===== src/rtl/dma_arb_pkg.sv =====
package dma_arb_pkg;
   typedef enum logic {
      ARB_IDLE  = 1'b0,
      ARB_SERVE = 1'b1
   } arb_state_e;
endpackage


===== src/rtl/dma_arb_regs.sv =====
// Mask and software request registers of the arbiter.
module dma_arb_regs #(
   parameter int NCH = 4,
   localparam int CW = $clog2(NCH)
) (
   input  logic           clk,
   input  logic           rst_n,
   input  logic           mask_load,
   input  logic [NCH-1:0] mask_wdata,
   input  logic [NCH-1:0] sw_set,
   input  logic           clr_en,
   input  logic [CW-1:0]  clr_idx,
   output logic [NCH-1:0] mask_q,
   output logic [NCH-1:0] swreq_q
);

   always_ff @(posedge clk or negedge rst_n) begin
      if (!rst_n)         mask_q <= '1;
      else if (mask_load) mask_q <= mask_wdata;
   end

   for (genvar c = 0; c < NCH; c++) begin : g_swreq
      always_ff @(posedge clk or negedge rst_n) begin
         if (!rst_n)
            swreq_q[c] <= 1'b0;
         else if (sw_set[c])
            swreq_q[c] <= 1'b1;
         else if (clr_en && (clr_idx == CW'(c)))
            swreq_q[c] <= 1'b0;
      end
   end

   // ending a service clears that channel's software request
   assert_swreq_clear_R4: assert property (@(posedge clk) disable iff (!rst_n)
      (clr_en && !sw_set[clr_idx]) |=> !swreq_q[$past(clr_idx)]);

   // a mask write is visible after the next edge
   assert_mask_load_R2: assert property (@(posedge clk) disable iff (!rst_n)
      mask_load |=> (mask_q == $past(mask_wdata)));

endmodule


===== src/rtl/dma_arb_prio.sv =====
// Priority encoder over the effective requests; the variant picks the winning end.
module dma_arb_prio #(
   parameter int NCH       = 4,
   parameter bit LOW_FIRST = 1'b1,
   localparam int CW = $clog2(NCH)
) (
   input  logic [NCH-1:0] req,
   output logic           any,
   output logic [CW-1:0]  idx
);

   assign any = |req;

   if (LOW_FIRST) begin : g_low_first
      always_comb begin
         idx = '0;
         for (int i = NCH - 1; i >= 0; i--)
            if (req[i]) idx = CW'(i);
      end
   end else begin : g_high_first
      always_comb begin
         idx = '0;
         for (int i = 0; i < NCH; i++)
            if (req[i]) idx = CW'(i);
      end
   end

   always_comb begin
      if (any) assert_idx_requests_R3: assert (req[idx]);
   end

endmodule


===== src/rtl/dma_arb_grant.sv =====
// Grant latch: takes the winner on hold acknowledge, keeps it until done.
module dma_arb_grant
   import dma_arb_pkg::*;
#(
   parameter int NCH = 4,
   localparam int CW = $clog2(NCH)
) (
   input  logic           clk,
   input  logic           rst_n,
   input  logic           hold_ack,
   input  logic           svc_done,
   input  logic           req_any,
   input  logic [CW-1:0]  req_idx,
   output logic           busy,
   output logic [CW-1:0]  grant_idx,
   output logic [NCH-1:0] ack,
   output logic           clr_en
);

   arb_state_e state_q;

   always_ff @(posedge clk or negedge rst_n) begin
      if (!rst_n) begin
         state_q   <= ARB_IDLE;
         grant_idx <= '0;
      end else begin
         case (state_q)
            ARB_IDLE:
               if (hold_ack && req_any) begin
                  state_q   <= ARB_SERVE;
                  grant_idx <= req_idx;
               end
            ARB_SERVE:
               if (svc_done) state_q <= ARB_IDLE;
            default: state_q <= ARB_IDLE;
         endcase
      end
   end

   assign busy   = (state_q == ARB_SERVE);
   assign clr_en = busy && svc_done;

   for (genvar c = 0; c < NCH; c++) begin : g_ack
      assign ack[c] = busy && (grant_idx == CW'(c));
   end

   // acknowledge never names two channels
   assert_ack_onehot_R6: assert property (@(posedge clk) disable iff (!rst_n)
      $onehot0(ack));

   // grant held for the whole service
   assert_grant_held_R5: assert property (@(posedge clk) disable iff (!rst_n)
      (busy && !svc_done) |=> (busy && $stable(grant_idx)));

   // done releases the grant
   assert_release_R8: assert property (@(posedge clk) disable iff (!rst_n)
      (busy && svc_done) |=> !busy);

   // a grant starts only with the bus handed over
   assert_grant_needs_hold_R9: assert property (@(posedge clk) disable iff (!rst_n)
      $rose(busy) |-> $past(hold_ack));

endmodule


===== src/rtl/dma_chan_arb.sv =====
// Top: request merge, masking, priority and latched grant.
module dma_chan_arb #(
   parameter int NCH       = 4,
   parameter bit LOW_FIRST = 1'b1,
   localparam int CW = $clog2(NCH)
) (
   input  logic           clk,
   input  logic           rst_n,
   input  logic [NCH-1:0] dev_req,
   input  logic [NCH-1:0] sw_req_set,
   input  logic           mask_load,
   input  logic [NCH-1:0] mask_wdata,
   input  logic           hold_ack,
   input  logic           svc_done,
   output logic           pending,
   output logic [NCH-1:0] dev_ack,
   output logic [CW-1:0]  grant_idx
);

   if (NCH < 2) begin : g_bad_nch
      $error("dma_chan_arb: NCH must be at least 2");
   end

   logic [NCH-1:0] mask_q, swreq_q, eff_req;
   logic [CW-1:0]  win_idx;
   logic           busy, clr_en;

   dma_arb_regs #(.NCH(NCH)) u_regs (
      .clk        (clk),
      .rst_n      (rst_n),
      .mask_load  (mask_load),
      .mask_wdata (mask_wdata),
      .sw_set     (sw_req_set),
      .clr_en     (clr_en),
      .clr_idx    (grant_idx),
      .mask_q     (mask_q),
      .swreq_q    (swreq_q)
   );

   assign eff_req = (dev_req | swreq_q) & ~mask_q;

   dma_arb_prio #(.NCH(NCH), .LOW_FIRST(LOW_FIRST)) u_prio (
      .req (eff_req),
      .any (pending),
      .idx (win_idx)
   );

   dma_arb_grant #(.NCH(NCH)) u_grant (
      .clk       (clk),
      .rst_n     (rst_n),
      .hold_ack  (hold_ack),
      .svc_done  (svc_done),
      .req_any   (pending),
      .req_idx   (win_idx),
      .busy      (busy),
      .grant_idx (grant_idx),
      .ack       (dev_ack),
      .clr_en    (clr_en)
   );

   // a new acknowledge always names a channel that was unmasked and requesting
   assert_grant_unmasked_R2: assert property (@(posedge clk) disable iff (!rst_n)
      $rose(busy) |-> ((dev_ack & $past(eff_req)) != '0));

   // no lower-numbered channel was requesting when the grant was taken
   if (LOW_FIRST) begin : g_prio_chk
      assert_priority_R3: assert property (@(posedge clk) disable iff (!rst_n)
         $rose(busy) |-> (($past(eff_req) & (dev_ack - 1'b1)) == '0));
   end

endmodule


===== config.mk =====
export PLATFORM = sky130hd
export DESIGN_NAME = dma_chan_arb
export DESIGN_NICKNAME = d
export VERILOG_FILES = /design/src/rtl/dma_arb_pkg.sv /design/src/rtl/dma_arb_regs.sv /design/src/rtl/dma_arb_prio.sv /design/src/rtl/dma_arb_grant.sv /design/src/rtl/dma_chan_arb.sv
export SDC_FILE = /design/constraint.sdc
export NUM_CORES = 1
export LEC_CHECK = 0
export ABC_AREA = 1
export BUFFER_PORTS_ARGS = -buffer_cell sky130_fd_sc_hd__buf_2
export CAP_MARGIN = 10
export CORE_AREA = 2 2 39 41
export DETAILED_ROUTE_END_ITERATION = 16
export DIE_AREA = 0 0 41 43
export PLACE_DENSITY = 0.71
export SLEW_MARGIN = 10
export SYNTH_ARGS = -nofsm -noshare
export SYNTH_HDL_FRONTEND = slang
export SYNTH_SLANG_ARGS = --single-unit

===== constraint.sdc =====
create_clock -name clk -period 1.9 [get_ports clk]
set_clock_uncertainty 0.1 [all_clocks]
set_input_delay 0.38 -clock clk [delete_from_list [all_inputs] [get_ports clk]]
set_output_delay 0.38 -clock clk [all_outputs]
set_load 0.01 [all_outputs]

==> run summary, run 1 <==
The run finished with clean final reports. The effective utilization at floorplan is 0.3960, and the residual overflow from global routing is 0. The netlist area before placement came out at 548.0 sq um. The final clock period utilization by the worst path was 0.9178; the number of diodes added for antenna fixing was 0. Across all hold checks on the routed design, the worst slack comes to 0.1794 ns. Setup violations remaining at the end of the flow were counted as 0.

TritonCTS built the clock tree. After clock tree synthesis, the clock-pin slew on the worst setup and hold paths is 0.07 ns. The initialized floorplan defines 14 standard-cell rows. For the part of the Yosys area used for sequential elements, the log shows 0.5114. The total wire length is 1.212 mm, and the initial DRC count is 2. For the final-layout setup total negative slack, the log shows 0 ns.

For the setup slack of the worst register-to-register path, the log shows 0.70 ns. The number of clock buffers added by TritonCTS is 3. The count of final hold-check violations came out at 0. For this design the ratio of total power to cell area is 871.6 nW/um^2. The clock drives 11 sinks. Worst-path maximum fanout: 2. For this run, the post-layout net count is 114. The die area is 1763 sq um.

The number of buffer cells added on primary ports was 23; the post-synth net total was 85. Measured along the x axis, the die boundary spans 41 um. The type of the worst min-delay path was in -> reg.

The routed length per placed instance is 10.82 um, and the number of detailed-routing iterations run before antenna repair is 2. The relative area change from synthesis to final layout came out at 31.28%. Setup repair after global routing left no endpoint under its margin. The tools report the count of pins over their slew limit as 0. The overall track demand over capacity in global routing was 0.1585.

The fraction of layout cells with a size suffix above 1 was 0.3750; the maximum vdd drop was 447.7 uV. After technology mapping, the gate count stands at 68. The number of antenna-violating nets in the routed design was 0; the top-level port count was 24.

The worst setup path is launched from a register. The worst path required time is 1.42 ns. The most frequent standard cell in the layout excluding fill and tap cells is buf_2.

The measured slew at the worst slew-check pin was 0.2493 ns; the leakage power summed over all cells was 0.3584 nW. The run gives 0 as the initial antenna violation count. The category of the most critical setup path is reg -> out. The average instance in the mapped netlist occupies 8.059 sq um. The tree is rooted in a clkbuf_4.

The worst register-to-register path ends at u_grant.busy. The top cell types in the final layout, fill and taps aside, are buf_2 (23), nand2_1 (13), nor2_1 (9), inv_1 (8). The largest net degree at the start of global routing is 12. Clock latency on the worst-skew pair, taken at its later pin, is 0.28 ns.

The number of global-route vias before repair was 472; the total cell area at the placement stage was 683.2 sq um. The total of max-cap violations was 0. The capture point of the worst path is pending.

The tools report the worst slew margin relative to its limit as 0.8338. Data arrives at the worst endpoint at 1.26 ns. Gates resized during post-CTS repair numbered 0.

The die outline height was 43 um; the total DRC errors in the routed layout was 0. Critical register-to-register path startpoint: u_regs.mask_q[3]. The synthesis-stage register bit count came out at 11.

No sink is reached through more buffers than the 2 on the longest clock path. For the count of unique library cells instantiated by Yosys, the log shows 15. For the depth of the CTS H-tree, the log shows 1. Static timing analysis puts the maximum clock frequency at 573.4 MHz. After routing the design area is 719.4 sq um. At the end of routability-driven placement, the weighted congestion stood at 0.7459.

The count of vias placed by the detailed router came out at 542. Tracing the worst setup path back leads to its startpoint at u_regs.mask_q[3]. In the routed layout, each cell is associated on average with a via count of 4.839. The length in cells of the worst reg-to-reg path was 7. STA classifies the critical path endpoint as a primary output. Subtracting the final worst setup slack from the clock period gives 1.744 ns. For the core box area, the log shows 1384 sq um.

The total number of yosys warnings is 0, and the placed wire-length estimate after detailed placement is 949.6 um. The first global-routing pass estimated 1.835 mm of wire.
## per-stage QoR
step           total power, mW  worst slack (ns)  utilization  instances
4_1_cts                 0.6306            0.1418       0.5199        112
3_3_place_gp            0.4599            0.4579       0.4937        107
6_report                0.6271            0.1561       0.5199        112
3_5_place_dp            0.4650            0.4463       0.4937        107
2_1_floorplan           0.3947            0.5577            -         68
5_1_grt                 0.6659           0.08710       0.5199        112
## routing by layer
layer,vias to the layer above,track usage,share of wire
met5,-,0,0
met4,0,0.08000,0.021
met3,3,0.03141,0.070
met2,20,0.2625,0.46
met1,240,0.1806,0.45
li1,279,-,-
## report_power, final
group | internal, mW | total, mW | leakage, nW | switching (mW)
combinational | 0.0661 | 0.159 | 0.228 | 0.0925
clock | 0.0816 | 0.164 | 0.0150 | 0.0826
sequential | 0.270 | 0.304 | 0.115 | 0.0346
total | 0.417 | 0.627 | 0.358 | 0.210
## final cells by class
type	instances	area, sq um
Fill cell	139	664.4
Multi-Input combinational cell	47	230.2
Timing Repair Buffer	24	125.1
Inverter	10	37.54
Tap cell	16	20.02
Sequential cell	11	280.3
Clock buffer	4	26.28
## critical path, cell delays in order, from the launching register on
cell     delay (ns)
dfstp_2        0.53
inv_1          0.04
o21ai_1        0.06
nand2_1        0.09
inv_2          0.07
nand2_2        0.05
buf_2          0.14
## cell families after synthesis
kind of cell    after synthesis  share of synthesized area
compound gates               15                     0.1644
buf+inv                      10                    0.06850
flops                        11                     0.5114
simple gates                 32                     0.2557
## Yosys cell counts
cell type / number / area [sq um]
a21o_1: 3 / 22.52
a21o_2: 1 / 8.760
a21oi_1: 1 / 5.000
dfrtp_1: 7 / 175.2
dfstp_2: 4 / 105.1
inv_1: 8 / 30.03
inv_2: 2 / 7.510
nand2_1: 13 / 48.80
nand2_2: 2 / 12.51
nand4_1: 4 / 25.02
nor2_1: 9 / 33.78
nor3_1: 4 / 20.02
o21ai_0: 7 / 35.03
o21ai_1: 2 / 10.01
o21ai_2: 1 / 8.760
## how the worst min path moves through the flow
stage,from,end,depth (start not counted),slack [ns]
floorplan,rst_n,u_grant.busy,0,-0.02
global placement,rst_n,u_regs.swreq_q[3],1,0.16
detailed placement,rst_n,u_regs.swreq_q[3],1,0.16
CTS,sw_req_set[2],u_regs.swreq_q[2],2,0.18
global route,sw_req_set[0],u_regs.swreq_q[0],2,0.18
finish,sw_req_set[2],u_regs.swreq_q[2],2,0.18
## state kept, by name, summed over array words and instances (netlist names)
register	count
u_regs.mask_q	4
u_regs.swreq_q	4
u_grant.busy	1
u_grant.grant_idx	2
## what timing repair did
action	CTS	global route
hold endpoints to repair	7	0
setup buffers	0	0
hold buffers	1	0
Note: power is estimated with default switching activity, not from simulation.
==> run 2, diff against run 1 <==
Settings changed: CTS_BUF_LIST from default to sky130_fd_sc_hd__clkbuf_8.
==> run 2 against run 1 <==
Critical path depth stayed put; combinational power hardly changed; global-route usage rose by 1.2 points; highest routed layer unchanged.
==> run summary, run 2 (synthesis gave the netlist of run 1 again) <==
Across all layers, the routed design uses 546 vias. TritonCTS built the clock tree. The tools report the total wire length as 1.224 mm. For the worst setup path, the data required time is 1.42 ns.

The worst setup path is launched from a register. On the final layout, the worst hold slack is 0.2228 ns. The number of global-route vias before repair is 473, and the number of buffer cells added on primary ports is 23.

In this run, CTS created clock tree buffers numbering 3. The startpoint of the most critical setup path is u_regs.mask_q[3]. The repair_antennas step left the layout with diodes totalling 0. For the number of detailed-routing iterations run before antenna repair, the log shows 4. Setup repair after global routing left no endpoint under its margin.

Setup violations remaining at the end of the flow were counted as 0. In this run the clock root is driven by a clkbuf_8. Total power for the finished layout comes to 0.6921 mW.

Entering global routing, the biggest net connects 12 pins. The overall track demand over capacity in global routing is 0.1707. The worst setup timing slack at the placement stage was 0.4463 ns; the total power per unit cell area was 937.5 nW/um^2. The leakage power summed over all cells was 0.3703 nW. The number of rows created at floorplan is 14. The largest registers in the layout are u_regs.mask_q (4), u_regs.swreq_q (4), u_grant.grant_idx (2). The run gives 0.24 ns as the clock latency at the later pin of the worst-skew pair. Setup total negative slack on the finished layout was measured at 0 ns. For this design, the slowest cell found on the critical path is dfstp_2. The signal on the critical path passes through inv_1, o21ai_1, nand2_1, inv_2, nand2_2, buf_2. From bottom edge to top edge, the die measures 43 um. Summed over all layers, the global routing overflow is 0.

The worst slew margin relative to its limit came out at 0.8315. Pin placement for this block handled 24 I/O pins. Measured in cells, the most critical reg-to-reg path has a length of 7. Across all setup checks in the final design, the least slack found is 0.2049 ns. Compared with the post-synthesis result, the final layout area differs by 34.70%. Along the worst path, the maximum fanout reaches 2. For this block, the initial DRC count from the detailed router was 5. The number of gates resized after CTS was 0. For this run, the slowest stage of the critical path takes 0.53 ns. Number of antenna-violating nets in the routed design: 0.

The type of the worst min-delay path is in -> reg. The number of hold buffers added after cts is 1, and the final clock period utilization by the worst path is 0.8921. The number of filler instances in the final layout is 138, and the overall die width is 41 um. The smallest clock period supported by the final layout is computed as 1.695 ns. The clock transition time at the flip-flop clock pins of the worst setup and hold paths was 0.05 ns; the core box area was 1384 sq um. The startpoint identified for the worst register-to-register timing path is u_regs.mask_q[1].

The flow ran to the end, and the final reports show no timing, DRC or antenna violations. Summed over all nets, the half-perimeter wirelength after detailed placement is 949.6 um. In the routed layout, each cell is associated on average with a via count of 4.875. The run gives 0.5335 as the share of the core filled with cells in the final layout. The maximum vdd drop is 518.1 uV, and the die area is 1763 sq um. The routed length per placed instance is 10.93 um, and the timing-limited maximum frequency is 589.9 MHz. For the initial antenna violation count, the log shows 0. Leaving out fill and tap cells, the most frequent cell in the layout is buf_2. Maximum buffer depth of the clock tree: 2. The tools report the critical hold path startpoint as sw_req_set[2]. The first global-routing pass estimated 1.883 mm of wire.

For the pin with the worst max-slew slack, the measured transition is 0.2527 ns. The depth of the CTS H-tree was 1. For this run, design rule violations remaining after detail routing come to 0.

The cell depth of the worst hold path was 2; the fraction of layout cells with a size suffix above 1 was 0.3750. At the end of routability-driven placement, the weighted congestion stood at 0.7459. The logs give 0 for the count of final hold-check violations and 11 for the total clock sinks. The count of pins over their slew limit is 0, and the effective utilization at floorplan is 0.3960. The total of max-cap violations is 0. For this run, the post-layout net count is 114.

The top cell types in the final layout, fill and taps aside, are buf_2 (23), nand2_1 (13), inv_1 (9), nor2_1 (9). STA classifies the critical path endpoint as a primary output. The run gives 0 as the post-CTS repair timing setup buffer count. For the data arrival time of the critical path, the log shows 1.22 ns. Category of the most critical setup path: reg -> out.
run 2: cell count changes in the layout (fill, tap and decap cells not counted), sizes merged:
cell | previous run | this run
clkbuf | 4 | 3
inv | 10 | 11
run 2: path summary, 6_finish.rpt:
| kind | end | slack (ns) |
|---|---|---|
| hold reg to reg | u_regs.mask_q[3] | 0.40 |
| max in group asynchronous | u_regs.mask_q[2] | 1.00 |
| min in group asynchronous | u_regs.swreq_q[0] | 0.44 |
| hold / removal | u_regs.swreq_q[2] | 0.22 |
| setup / recovery | pending | 0.20 |
| setup reg to reg | u_grant.grant_idx[0] | 0.70 |
run 2: cell type report:
class                           instances  area (sq um)  share of cell area
Clock buffer                            3         41.29             0.05593
Timing Repair Buffer                   24         125.1              0.1695
Tap cell                               16         20.02             0.02712
Inverter                               10         37.54             0.05085
Multi-Input combinational cell         47         230.2              0.3119
Clock inverter                          1         3.754            0.005085
Sequential cell                        11         280.3              0.3797
run 2: report_power, final:
part / internal (mW) / total, mW / switching, mW / leakage, nW
clock network: 0.142 / 0.228 / 0.0859 / 0.0269
registers: 0.270 / 0.305 / 0.0345 / 0.115
logic: 0.0661 / 0.160 / 0.0935 / 0.228
total: 0.478 / 0.692 / 0.214 / 0.370
run 2: per-layer routing:
layer  track usage  share of wire  up-vias
met2        0.2625           0.46       24
met4        0.1200          0.021        0
met5             0              0        -
met3       0.06283          0.089        4
met1        0.1806           0.43      239
li1              -              -      279
run 2: critical path: cells and delay by family, from the launching register on:
kind	cells	cell delay (ns)
compound gates	1	0.06
buf+inv	3	0.24
flops	1	0.53
simple gates	2	0.14
run 2: through the flow:
step	cell area, sq um	instances
global route	738.2	112
finish	738.2	112
floorplan	548.0	68
CTS	738.2	112
global placement	683.2	107
detailed placement	683.2	107
==> run 3, diff against run 2 <==
Settings changed: CORE_AREA 2 2 39 41 to default, CORE_UTILIZATION from default to 42, DIE_AREA 0 0 41 43 to default, PLACE_DENSITY 0.71 to 0.72.
==> run 3 against run 2 <==
First-iteration DRC count grew to 2.8 times the previous value; critical endpoint unchanged; design area is 0.34% lower; setup slack worse by 0.0010 ns; die area is 18% lower; cell count is 1.8% lower; combinational power hardly changed; via count is 0.18% higher; critical path depth stayed put; sequential share of layout area is 0.13 points higher; largest cell class unchanged; sequential power hardly changed; wire length is 0.65% lower; register-to-register slack worse by 0.02 ns.
==> run summary, run 3 (synthesis gave the netlist of run 1 again) <==
The total of endpoints with negative setup slack in the final report was 0; the maximum buffer depth of the clock tree was 2. In this run the standard cell core region covers 1156 sq um. Entering global routing, the biggest net connects 12 pins. The tool flagged a number of max-cap violations equal to 0. The total DRC errors in the routed layout was 0; the timing-limited maximum frequency was 589.6 MHz. The critical path starts at u_regs.mask_q[3]. The highest cell delay on the worst timing path came out at 0.52 ns. Category of the most critical setup path: reg -> out. Dividing total power by cell area gives a power density of 939.1 nW/um^2. At the pin with the least slew margin, the transition time is 0.2398 ns. Counting the buffers created by CTS gives 3. In this run the most critical hold path is launched from sw_req_set[2]. The later pin in the worst-skew pair is clocked with a latency of 0.24 ns.

Together, buffers and inverters on the worst path number 3. The kind of cell with the highest combined delay along the critical path is flip-flops. The count of vias placed by the detailed router is 547.

The final clock period utilization by the worst path works out to 0.8927. The worst setup path is captured at a primary output. The most frequent standard cell in the layout excluding fill and tap cells is buf_2.

The tools report the kind of start point of the critical path as a register. Input and output buffers added on the ports amount to 23. The run gives 0 as the number of antenna-violating nets in the routed design. Data arrival time of the critical path: 1.22 ns. The final-layout setup total negative slack was 0 ns.

Traced cell by cell, the critical path runs through inv_1, o21ai_1, nand2_1, inv_2, nand2_2, buf_2. The largest registers in the layout are u_regs.mask_q (4), u_regs.swreq_q (4), u_grant.grant_idx (2). The run gives 0.4740 as the effective utilization at floorplan. Post-CTS timing repair inserted 0 buffers for setup. The worst-path maximum fanout works out to 2. The wire length of the first global-routing pass is 2.021 mm.

The floorplan step defined a die boundary enclosing 1453 sq um. After global routing the overflow that remains totals 0. Depth of the CTS H-tree: 1.

The slowest stage of the critical path belongs to the cell dfstp_2. For this block, the routed nets add up to 1.216 mm of wire. The logs give 551.0 uV for the maximum vdd drop and 4 for the number of detailed-routing iterations run before antenna repair. The tools report the post-route non-filler standard cell count as 110. The count of final hold-check violations was 0. Leaving out fill and tap cells, the most frequent cells in the layout are buf_2 (23), nand2_1 (13), inv_1 (9), nor2_1 (9). The count of pins over their slew limit is 0, and the share of the core filled with cells in the final layout is 0.6364.

The leakage power summed over all cells came out at 0.3703 nW. The tightest min-delay check is of the in -> reg type. From bottom edge to top edge, the die measures 38.12 um. The net count of the finished layout is 114. The fraction of layout cells with a size suffix above 1 works out to 0.3750. The repair_antennas step left the layout with diodes totalling 0.

The placed wire-length estimate after detailed placement was 974.4 um; the worst slew margin relative to its limit was 0.8401. The tools report the clock root buffer as clkbuf_8. The overall die width is 38.12 um, and the worst path required time is 1.42 ns. The routed length per placed instance works out to 11.05 um. The overall track demand over capacity in global routing came out at 0.2149. 24 I/O pins were placed. Counting every sink on the clock net gives 11. The number of placed instances, taps included, is 105.

The tightest hold path in the finished design has a slack of 0.2204 ns. Routability-driven placement finished with a final weighted congestion of 0.7869. The floorplan has 12 rows. The clock period minus final worst setup slack came out at 1.696 ns.

The flow ran to the end, and the final reports show no timing, DRC or antenna violations. For this block, the initial DRC count from the detailed router was 14. The tools report the number of global-route vias before repair as 513.

The clock transition time at the flip-flop clock pins of the worst setup and hold paths was 0.05 ns. Critical register-to-register path startpoint: u_regs.mask_q[3]. After detailed routing, the number of vias per cell comes to 4.973. Setup repair after global routing left no endpoint under its margin. TritonCTS built the clock tree. Compared with the post-synthesis result, the final layout area differs by 34.25%.

The initial antenna violation count came out at 0.
run 3: cell counts in the layout (fill, tap and decap cells not counted):
Identical to the previous run, type by type.
run 3: worst paths after layout:
kind / endpoint / slack [ns] / depth (start not counted)
max in group asynchronous: u_regs.mask_q[1] / 1.00 / 2
hold reg to reg: u_regs.mask_q[1] / 0.40 / 2
setup reg to reg: u_grant.busy / 0.68 / 7
min in group asynchronous: u_regs.swreq_q[3] / 0.44 / 2
setup / recovery: pending / 0.20 / 6
hold / removal: u_regs.swreq_q[2] / 0.22 / 2
run 3: power by group:
part           total, mW  switching, mW  internal (mW)
logic              0.159         0.0931         0.0661
clock network      0.227         0.0849          0.142
registers          0.305         0.0348          0.270
total              0.691          0.213          0.478
run 3: final cells by class:
| cell class | instances | area [sq um] |
|---|---|---|
| Tap cell | 14 | 17.52 |
| Timing Repair Buffer | 24 | 125.1 |
| Inverter | 10 | 37.54 |
| Clock buffer | 3 | 41.29 |
| Clock inverter | 1 | 3.754 |
| Fill cell | 107 | 420.4 |
| Sequential cell | 11 | 280.3 |
| Multi-Input combinational cell | 47 | 230.2 |
run 3: metrics by stage:
step / area [sq um] / setup WS, ns / power, mW
global placement: 680.7 / 0.4629 / 0.4611
finish: 735.7 / 0.2039 / 0.6909
CTS: 735.7 / 0.1908 / 0.6976
floorplan: 548.0 / 0.5577 / 0.3947
detailed placement: 680.7 / 0.4500 / 0.4663
global route: 735.7 / 0.1323 / 0.7381
run 3: repair_timing:
action / in CTS / in global routing
hold buffers: 1 / 0
endpoints found under the hold margin: 7 / 0
resized for setup: 0 / 0
run 3: metal layers:
layer	share of wire	vias to the layer above	GRT usage
met4	0.0090	0	0.08036
met3	0.067	2	0.08721
met2	0.48	19	0.3390
met1	0.45	248	0.2604
li1	-	278	-
met5	0	-	0
